[src/rtl/cfg_loader.sv]
module cfg_loader #(
  parameter int M_W = 9,
  parameter int N_W = 2,
  parameter int T_W = 3
) (
  input  logic           clk,
  input  logic           rst_n,
  input  logic           par_load,
  input  logic [M_W-1:0] par_m,
  input  logic [N_W-1:0] par_n,
  input  logic           ser_clk,
  input  logic           ser_data,
  input  logic           ser_strobe,
  output logic [M_W-1:0] m_val,
  output logic [N_W-1:0] n_val,
  output logic [T_W-1:0] t_val,
  output logic           ser_out
);
  localparam int SR_W = T_W + N_W + M_W;

  logic            pl_q, sc_q, ss_q;
  logic [SR_W-1:0] sr;
  logic [M_W-1:0]  m_q;
  logic [N_W-1:0]  n_q;
  logic [T_W-1:0]  t_q;

  wire cap   = par_load & ~pl_q;
  wire shift = par_load & ser_clk & ~sc_q;
  wire xfer  = par_load & pl_q & ss_q & ~ser_strobe;

  always_ff @(posedge clk) begin
    if (!rst_n) begin
      pl_q <= 1'b1;
      sc_q <= 1'b1;
      ss_q <= 1'b0;
      sr   <= '0;
      m_q  <= '0;
      n_q  <= '0;
      t_q  <= '0;
    end else begin
      pl_q <= par_load;
      sc_q <= ser_clk;
      ss_q <= ser_strobe;
      if (shift) sr <= {sr[SR_W-2:0], ser_data};
      if (!par_load || cap) begin
        m_q <= par_m;
        n_q <= par_n;
        t_q <= '0;
      end else if (xfer) begin
        {t_q, n_q, m_q} <= sr;
      end
    end
  end

  assign m_val   = par_load ? m_q : par_m;
  assign n_val   = par_load ? n_q : par_n;
  assign t_val   = par_load ? t_q : '0;
  assign ser_out = sr[SR_W-1];

  a_r2_tap_moves: assert property (@(posedge clk) disable iff (!rst_n)
    shift |=> ser_out == $past(sr[SR_W-2]));

  a_r3_transparent: assert property (@(posedge clk) disable iff (!rst_n)
    !par_load |-> (m_val == par_m && n_val == par_n && t_val == '0));

  a_r4_no_shift_when_low: assert property (@(posedge clk) disable iff (!rst_n)
    !par_load |=> $stable(sr));

  a_r5_commit: assert property (@(posedge clk) disable iff (!rst_n)
    xfer |=> {t_q, n_q, m_q} == $past(sr));

  a_r6_capture: assert property (@(posedge clk) disable iff (!rst_n)
    cap |=> (m_q == $past(par_m) && n_q == $past(par_n) && t_q == '0));

  a_r6_hold: assert property (@(posedge clk) disable iff (!rst_n)
    (par_load && pl_q && !xfer) |=> ($stable(m_q) && $stable(n_q) && $stable(t_q)));
endmodule

[config.mk]
export PLATFORM = sky130hd
export DESIGN_NAME = cfg_loader
export DESIGN_NICKNAME = d
export VERILOG_FILES = /design/src/rtl/cfg_loader.sv
export SDC_FILE = /design/constraint.sdc
export NUM_CORES = 1
export LEC_CHECK = 0
export CAP_MARGIN = 40
export CORE_MARGIN = 2
export CORE_UTILIZATION = 45
export CTS_BUF_LIST = sky130_fd_sc_hd__clkbuf_4 sky130_fd_sc_hd__clkbuf_8
export DETAILED_ROUTE_END_ITERATION = 8
export DONT_BUFFER_PORTS = 1
export SLEW_MARGIN = 20
export SYNTH_ARGS = -nofsm -noshare
export SYNTH_HDL_FRONTEND = slang
export SYNTH_SLANG_ARGS = --single-unit
[constraint.sdc]
create_clock -name clk -period 1.9 [get_ports clk]
set_input_delay 0.285 -clock clk [delete_from_list [all_inputs] [get_ports clk]]
set_output_delay 0.285 -clock clk [all_outputs]
set_load 0.01 [all_outputs]
==> results summary, run 1 <==
The post-synthesis share of cell area spent on full adders, half adders and majority gates came out at 0. STA puts the critical path data required time at around 2200 ps. After synthesis, the netlist uses 20 different library cells. Counting flops and latches in the post-synthesis netlist gives 31. The clock net sink count came out at 31.

The die span in x came out at roughly 60 um. Setup repair after global routing left no endpoint under its margin. The post-synth design cell area came out at roughly 0.0014 mm2. By area, the combinational part of the netlist is dominated by multiplexers. The number of buffers inserted during clock tree synthesis is 5. The switching part of the total is 0.226.

In this run the tightest slew margin relative to its limit is 0.510. The number of detailed-route iterations in the first pass came out at 5. The global-route wire length before repair is 4.29 mm. The count of antenna diodes in the layout is 0. The weighted congestion at the end of routability-driven global placement came out at about 0.67. In the global route stage, overall resource usage came out at 0.165. The signal on the critical path passes through and2_1 -> o21ai_0 -> a21oi_1. The clock network power share is 0.366. The min-delay analysis places its worst path in the category in2reg. Of the total power, combinational logic draws 0.080.

In this run the clock root is driven by a sky130_fd_sc_hd__clkbuf_4. The clock tree from TritonCTS is done. Yosys printed 0 warnings.

After routing, the total negative slack on setup checks comes to 0 ps. Broken down by cell family, the worst path's largest delay share belongs to simple AND/OR/NAND/NOR gates. The pin count of the biggest net entering global routing came out at 30. The final cycle utilization of the critical path is 0.703. The number of gates resized after CTS came out at 0.

The via count of the routed design is 965. The quantity of I/O buffers inserted on ports is 0. The routed design has between 2 and 3 mm of wire.

The die covers around 0.0036 mm2. The per-instance average area after synthesis is around 9.8 um2. The number of antenna violations at the first check in global routing is 0. The area of all placed cells without fillers is ~0.0015 mm2. The worst endpoint data arrival time is approximately 1600 ps.

The total power divided by cell area is 840 mW/mm2. In this run the power spent charging and discharging nets is 0.278 mW. The final number of max-transition violations is 0.

The worst setup path category is reg2reg. The internal portion of the total power is 0.951 mW. After the last flow step, the layout net total stands at around 160. The DRC violation count after routing is 0.

Of the cells placed in the final design, the portion with a size suffix greater than 1 is 0.224. The number of nets with antenna violations after detailed routing is 0. 32 I/O pins were placed.

Along the worst path, the maximum fanout reaches 23. The analysis attributes to cell leakage a power of between 0.5 and 0.6 nW. The count of max-cap constraint violations is 0. The vertical die dimension is approximately 60 um.

After technology mapping, the gate count stands at around 150. The area growth from synthesis to layout is 2.72%. Of the total synthesized cell area, the portion taken by AND, OR, NAND and NOR gates is 0.134.

The maximum buffer depth of the clock tree is 2. The final number of hold-violating endpoints is 0. The cell at the slowest stage of the critical path is sky130_fd_sc_hd__and2_1. The count of H-tree levels built during CTS came out at 2. The core area came out at ~0.003 mm2. The total setup violations reported at the end of the flow is 0. The sequential power share came out at 0.554. The net count after synthesis is 163.

The average wire per standard cell is 14.1 um. STA classifies the critical path endpoint as a flop. The clock reaches the later pin of the worst-skew pair after between 300 and 400 ps.

The via count of the first global-routing pass is roughly 900. The combined buffer and inverter count along the critical path is 0. The wire-length estimate of the detail-placed layout is about 1.7 mm. The final critical-path required period came out at between 1000 and 1500 ps.

The number of setup buffers added after CTS is 0. Summed over all layers, the global routing overflow is 0. The multiplexer fraction of the synthesized cell area came out at 0.185.

The longest individual stage delay on the worst path is roughly 600 ps. The clock tree skew after final layout came out at approximately 7 ps. The run finished with clean final reports. In the routed layout, each cell is associated on average with a via count of about 5.2. Summing all placed instances gives a cell area of between 0.001 and 0.0015 mm2. The register area share after synthesis is 0.435. The fmax is between 700 and 800 MHz. STA classifies the critical path startpoint as a flop. The total power after layout is roughly 1.2 mW. The number of DRC markers after the initial detailed-route iteration is 32. The number of buffers inserted for hold repair after clock tree synthesis came out at 0. For this configuration, the core starts out at a cell density of 0.471. The fraction of the mapped netlist area in compound gates came to 0.177. The number of placement rows came out at 20. After clock tree synthesis, the clock-pin slew on the worst setup and hold paths is ~90 ps. The maximum resistive drop on vdd is about 0.35 mV.

The fraction of synthesized cell area in xor and xnor cells came out at 0. For the pin with the worst max-slew slack, the measured transition is between 700 and 800 ps.
cell families (layout without fill, tap and decap cells):
kind of cell / after synthesis / count (layout)
flip-flops: 31 / 31
buffers and inverters: 12 / 9
AO/OA/AOI/OAI: 36 / 36
multiplexers: 25 / 25
AND/OR/NAND/NOR: 42 / 42
sequential cells by signal, summed over array words and instances, names as in the netlist:
register / flops
ss_q: 1
n_q: 2
sr: 14
sc_q: 1
t_q: 3
m_q: 9
pl_q: 1
cell usage after synthesis, drive strengths merged:
library cell / n / area share
buf: 10 / 0.062
mux2i: 14 / 0.098
a21oi: 11 / 0.039
o21ai: 11 / 0.039
and2: 5 / 0.022
mux2: 11 / 0.087
nand2b: 3 / 0.013
and3b: 1 / 0.0061
clkbuf: 2 / 0.0053
nand2: 29 / 0.080
nor2: 3 / 0.0079
a21boi: 14 / 0.10
dfxtp: 31 / 0.44
nand3b: 1 / 0.0053
power by group through the flow:
| stage | Sequential, mW | Combinational (mW) | Clock (mW) |
|---|---|---|---|
| 2_1_floorplan | 0.693 | 0.109 | 0 |
| 3_3_place_gp | 0.695 | 0.0975 | 0 |
| 3_5_place_dp | 0.696 | 0.0997 | 0 |
| 4_1_cts | 0.681 | 0.100 | 0.469 |
| 5_1_grt | 0.684 | 0.109 | 0.494 |
| 6_report | 0.681 | 0.0987 | 0.450 |
layer usage:
metal,global-route usage,part of all wire
met3,0.0649,0.062
met1,0.190,0.44
met2,0.269,0.48
met5,0,0
met4,0.0762,0.0095
path summary, 6_finish.rpt:
kind	start	to	slack, ps	cells after the start
worst max-delay path	pl_q$_SDFF_PN1_	m_q[6]$_SDFFE_PN0P_	570	3
worst min-delay path	rst_n	pl_q$_SDFF_PN1_	30	1
worst max register to register	pl_q$_SDFF_PN1_	m_q[6]$_SDFFE_PN0P_	570	3
worst min register to register	sr[2]$_SDFFE_PN0P_	sr[3]$_SDFFE_PN0P_	480	2
layout make-up:
class / instances / area, um2
fill: 299 / 1560
timing repair buffer: 1 / 7.51
clock buffer: 8 / 72.6
multi-input combinational: 103 / 708
sequential: 31 / 621
tap: 44 / 55.1
placed cells by master, fill, tap and decap left out, drive strengths merged:
master  Yosys  routed
dfxtp      31      31
a21oi      11      11
nand2      29      29
buf        10       1
nand2b      3       3
and3b       1       1
nor2        3       3
a21boi     14      14
clkbuf      2       8
and2        5       5
nand3b      1       1
o21ai      11      11
mux2       11      11
mux2i      14      14
metrics by stage:
| stage | util | setup WS, ps | instances | hold WS [ps] |
|---|---|---|---|---|
| finish | 0.483 | 565 | 187 | 35.0 |
| global route | 0.483 | 401 | 187 | 4.31 |
| CTS | 0.483 | 559 | 187 | 7.63 |
| detailed placement | 0.460 | 579 | 179 | 365 |
| global placement | 0.460 | 683 | 179 | 362 |
| floorplan | - | 680 | 146 | 386 |
Power figures use the tool's default switching activity.
==> inputs of run 2 (changes only) <==
==> constraint.sdc (replaced) <==
create_clock -name clk -period 1.3 [get_ports clk]
set_input_delay 0.195 -clock clk [delete_from_list [all_inputs] [get_ports clk]]
set_output_delay 0.195 -clock clk [all_outputs]
set_load 0.01 [all_outputs]
==> run 2 against run 1 <==
  * Setup slack worse by 400 ps
  * Clock power rose by 46%
  * Count of clock-buffer cells in the layout did not move
  * Critical path type is now reg2out
==> results summary, run 2 (same netlist as run 1, synthesis figures left out) <==
For this configuration, the core starts out at a cell density of 0.471. The number of detailed-route iterations in the first pass came out at 4. In this run, post-CTS repair resized a total of 0 instances.

The die is 60.3 um wide. TritonCTS built the clock tree. The run finished with clean final reports. The clock tree skew after final layout came out at roughly 5.4 ps. The startpoint identified for the worst hold timing path is rst_n. The worst reg-to-reg path cell count is 4. Measured against its own limit, the worst slew margin works out to 0.650. The sequential power share came out at 0.545. The count of H-tree levels built during CTS came out at 2.

Among all stages on the critical path, the largest delay is contributed by sky130_fd_sc_hd__dfxtp_1. The via count normalized by instance count came out at approximately 5.2. The maximum resistive drop on vdd is between 0.5 and 0.6 mV. The end-of-flow core utilization is 0.517. The combined buffer and inverter count along the critical path is 0. In this run the worst hold path is classified as in2reg. The kind of capture point of the worst setup path is a primary output. The number of antenna violations at the first check in global routing is 0. Entering global routing, the biggest net connects 19 pins. The average wire per standard cell is 14.5 um. The measured slew at the worst slew-check pin came out at between 500 and 600 ps.

The total number of nets in the final design is about 170. Leaving out fill and tap cells, the most frequent cell in the layout is sky130_fd_sc_hd__dfxtp_1. The fmax came out at 878 MHz. The detailed router finished its first iteration with 33 violations. The reg-to-reg critical path startpoint is pl_q$_SDFF_PN1_. The count of max-cap constraint violations is 0.

The via count of the first global-routing pass came out at ~1000. Port buffering added 0 buffers. The switching part of the total is 0.227. The insertion delay of the later-clocked pin in the worst-skew pair is 320 ps. The number of nets with antenna violations after detailed routing came out at 0. The internal power component came out at 1.41 mW. In the final layout, the share of cells above drive strength 1 is 0.235. The net load switching power is between 0.4 and 0.5 mW.

The number of placement rows is 20. Dividing total power by cell area gives a power density of between 1000 and 1500 mW/mm2. The critical path is of the reg2out type. For hold timing, the worst endpoint is sr[12]$_SDFFE_PN0P_. The cell chosen for the clock root is sky130_fd_sc_hd__clkbuf_4. Setup violations remaining at the end of the flow were counted as 0.

The flip-flop count of the largest register after layout came out at 14. The post-CTS setup-driven buffer insertion count is 0. For this design, the CTS-stage hold fixing added 5 buffers.

The first global-routing pass estimated ~4.4 mm of wire. The register with the most flip-flops in the final layout is sr. Along the worst path, the maximum fanout reaches 2. The setup total negative slack came out at 0 ps.

The reg2reg setup slack is around 180 ps. The final cycle utilization of the critical path is 0.876. The longest individual stage delay on the worst path is roughly 320 ps. The clock net sink count came out at 31. The endpoint identified for the worst register-to-register timing path is m_q[6]$_SDFFE_PN0P_.

The clock-pin slew on the worst setup and hold paths came out at roughly 90 ps. The final number of max-transition violations came out at 0. The wire-length estimate of the detail-placed layout is 1.77 mm. The number of buffers inserted during clock tree synthesis came out at 5.

The relative area change from synthesis to final layout is 9.92%. The cell family contributing the most delay on the critical path is flip-flops. Walking the worst path, the cells encountered are mux2_2.

The DRC violation count after routing is 0. The fraction of power consumed by combinational cells is 0.097. Data arrives at the worst endpoint at ~940 ps. The die area came out at about 0.0036 mm2.

The clock network power share is 0.358. Summed over all layers, the global routing overflow is 0. The worst setup path is launched from a flop.

Setup repair after global routing left no endpoint under its margin. The floorplan step defined a core boundary enclosing around 0.003 mm2. 32 I/O pins were placed. In this run the deepest clock path goes through 2 buffers. The worst path needs 1140 ps of the cycle, external delays included. The total wirelength of the detailed-routed design came out at 2.86 mm. The library cells used most frequently in the layout, excluding fill and tap cells, are sky130_fd_sc_hd__dfxtp_1 (31), sky130_fd_sc_hd__nand2_1 (27), sky130_fd_sc_hd__mux2i_1 (14), sky130_fd_sc_hd__mux2_2 (11), sky130_fd_sc_hd__a21oi_1 (11). The vertical die dimension came out at 60.3 um. Data on the critical path is required at its endpoint by roughly 1100 ps.

The number of antenna diodes in the final layout is 0. The largest registers in the layout are sr x14, m_q x9, t_q x3. The via count of the routed design came out at 1021. The analysis attributes to cell leakage a power of 0.629 nW.

The number of instances on the worst hold path is 1. The congestion estimate from routability-driven global placement came to 0.693. The global routing usage summed across all routing layers came out at 0.171. The final number of hold-violating endpoints is 0.
## run 2: cell count changes in the layout (fill, tap and decap cells not counted)
cell	previous run	this run
sky130_fd_sc_hd__dlygate4sd3_1	0	6
sky130_fd_sc_hd__buf_12	0	1
sky130_fd_sc_hd__buf_4	1	4
## run 2: layer usage
layer | GRT usage | up-vias | routed length, um
met5 | 0 | - | 0
met4 | 0.0762 | 0 | 49
met3 | 0.0671 | 8 | 170
met2 | 0.289 | 28 | 1380
met1 | 0.189 | 479 | 1260
li1 | - | 506 | -
## run 2: cell type report
class | count | area [um2]
Clock buffer | 8 | 72.6
Tap cell | 44 | 55.1
Sequential cell | 31 | 621
Fill cell | 294 | 1460
Timing Repair Buffer | 11 | 110
Multi-Input combinational cell | 103 | 708
## run 2: power groups by stage
stage	Combinational (mW)	Sequential, mW	Clock, mW
6_report	0.177	0.996	0.655
2_1_floorplan	0.159	1.01	0
3_3_place_gp	0.153	1.02	0
4_1_cts	0.176	0.996	0.677
3_5_place_dp	0.157	1.02	0
5_1_grt	0.193	1.00	0.716
## run 2: per-stage QoR
step                area, um2  hold WS (ps)  power [mW]  setup slack, ps  cells
finish                   1570          16.2        1.83              161    197
global route             1570          4.86        1.91             43.5    197
CTS                      1560         0.440        1.85              136    196
detailed placement       1430           278        1.17              216    183
global placement         1430           271        1.17              283    183
floorplan                1430           296        1.17              260    146
## run 2: worst max-delay path by stage
stage                             start                  end  slack (ps)  cells after the start
floorplan                      par_load             m_val[3]         260                      3
detailed placement      pl_q$_SDFF_PN1_  m_q[6]$_SDFFE_PN0P_         220                      4
CTS                 n_q[1]$_SDFFE_PN0P_             n_val[1]         140                      1
global route                      rst_n  m_q[8]$_SDFFE_PN0P_          40                      3
finish              m_q[0]$_SDFFE_PN0P_             m_val[0]         160                      1
global placement        pl_q$_SDFF_PN1_  m_q[6]$_SDFFE_PN0P_         280                      4
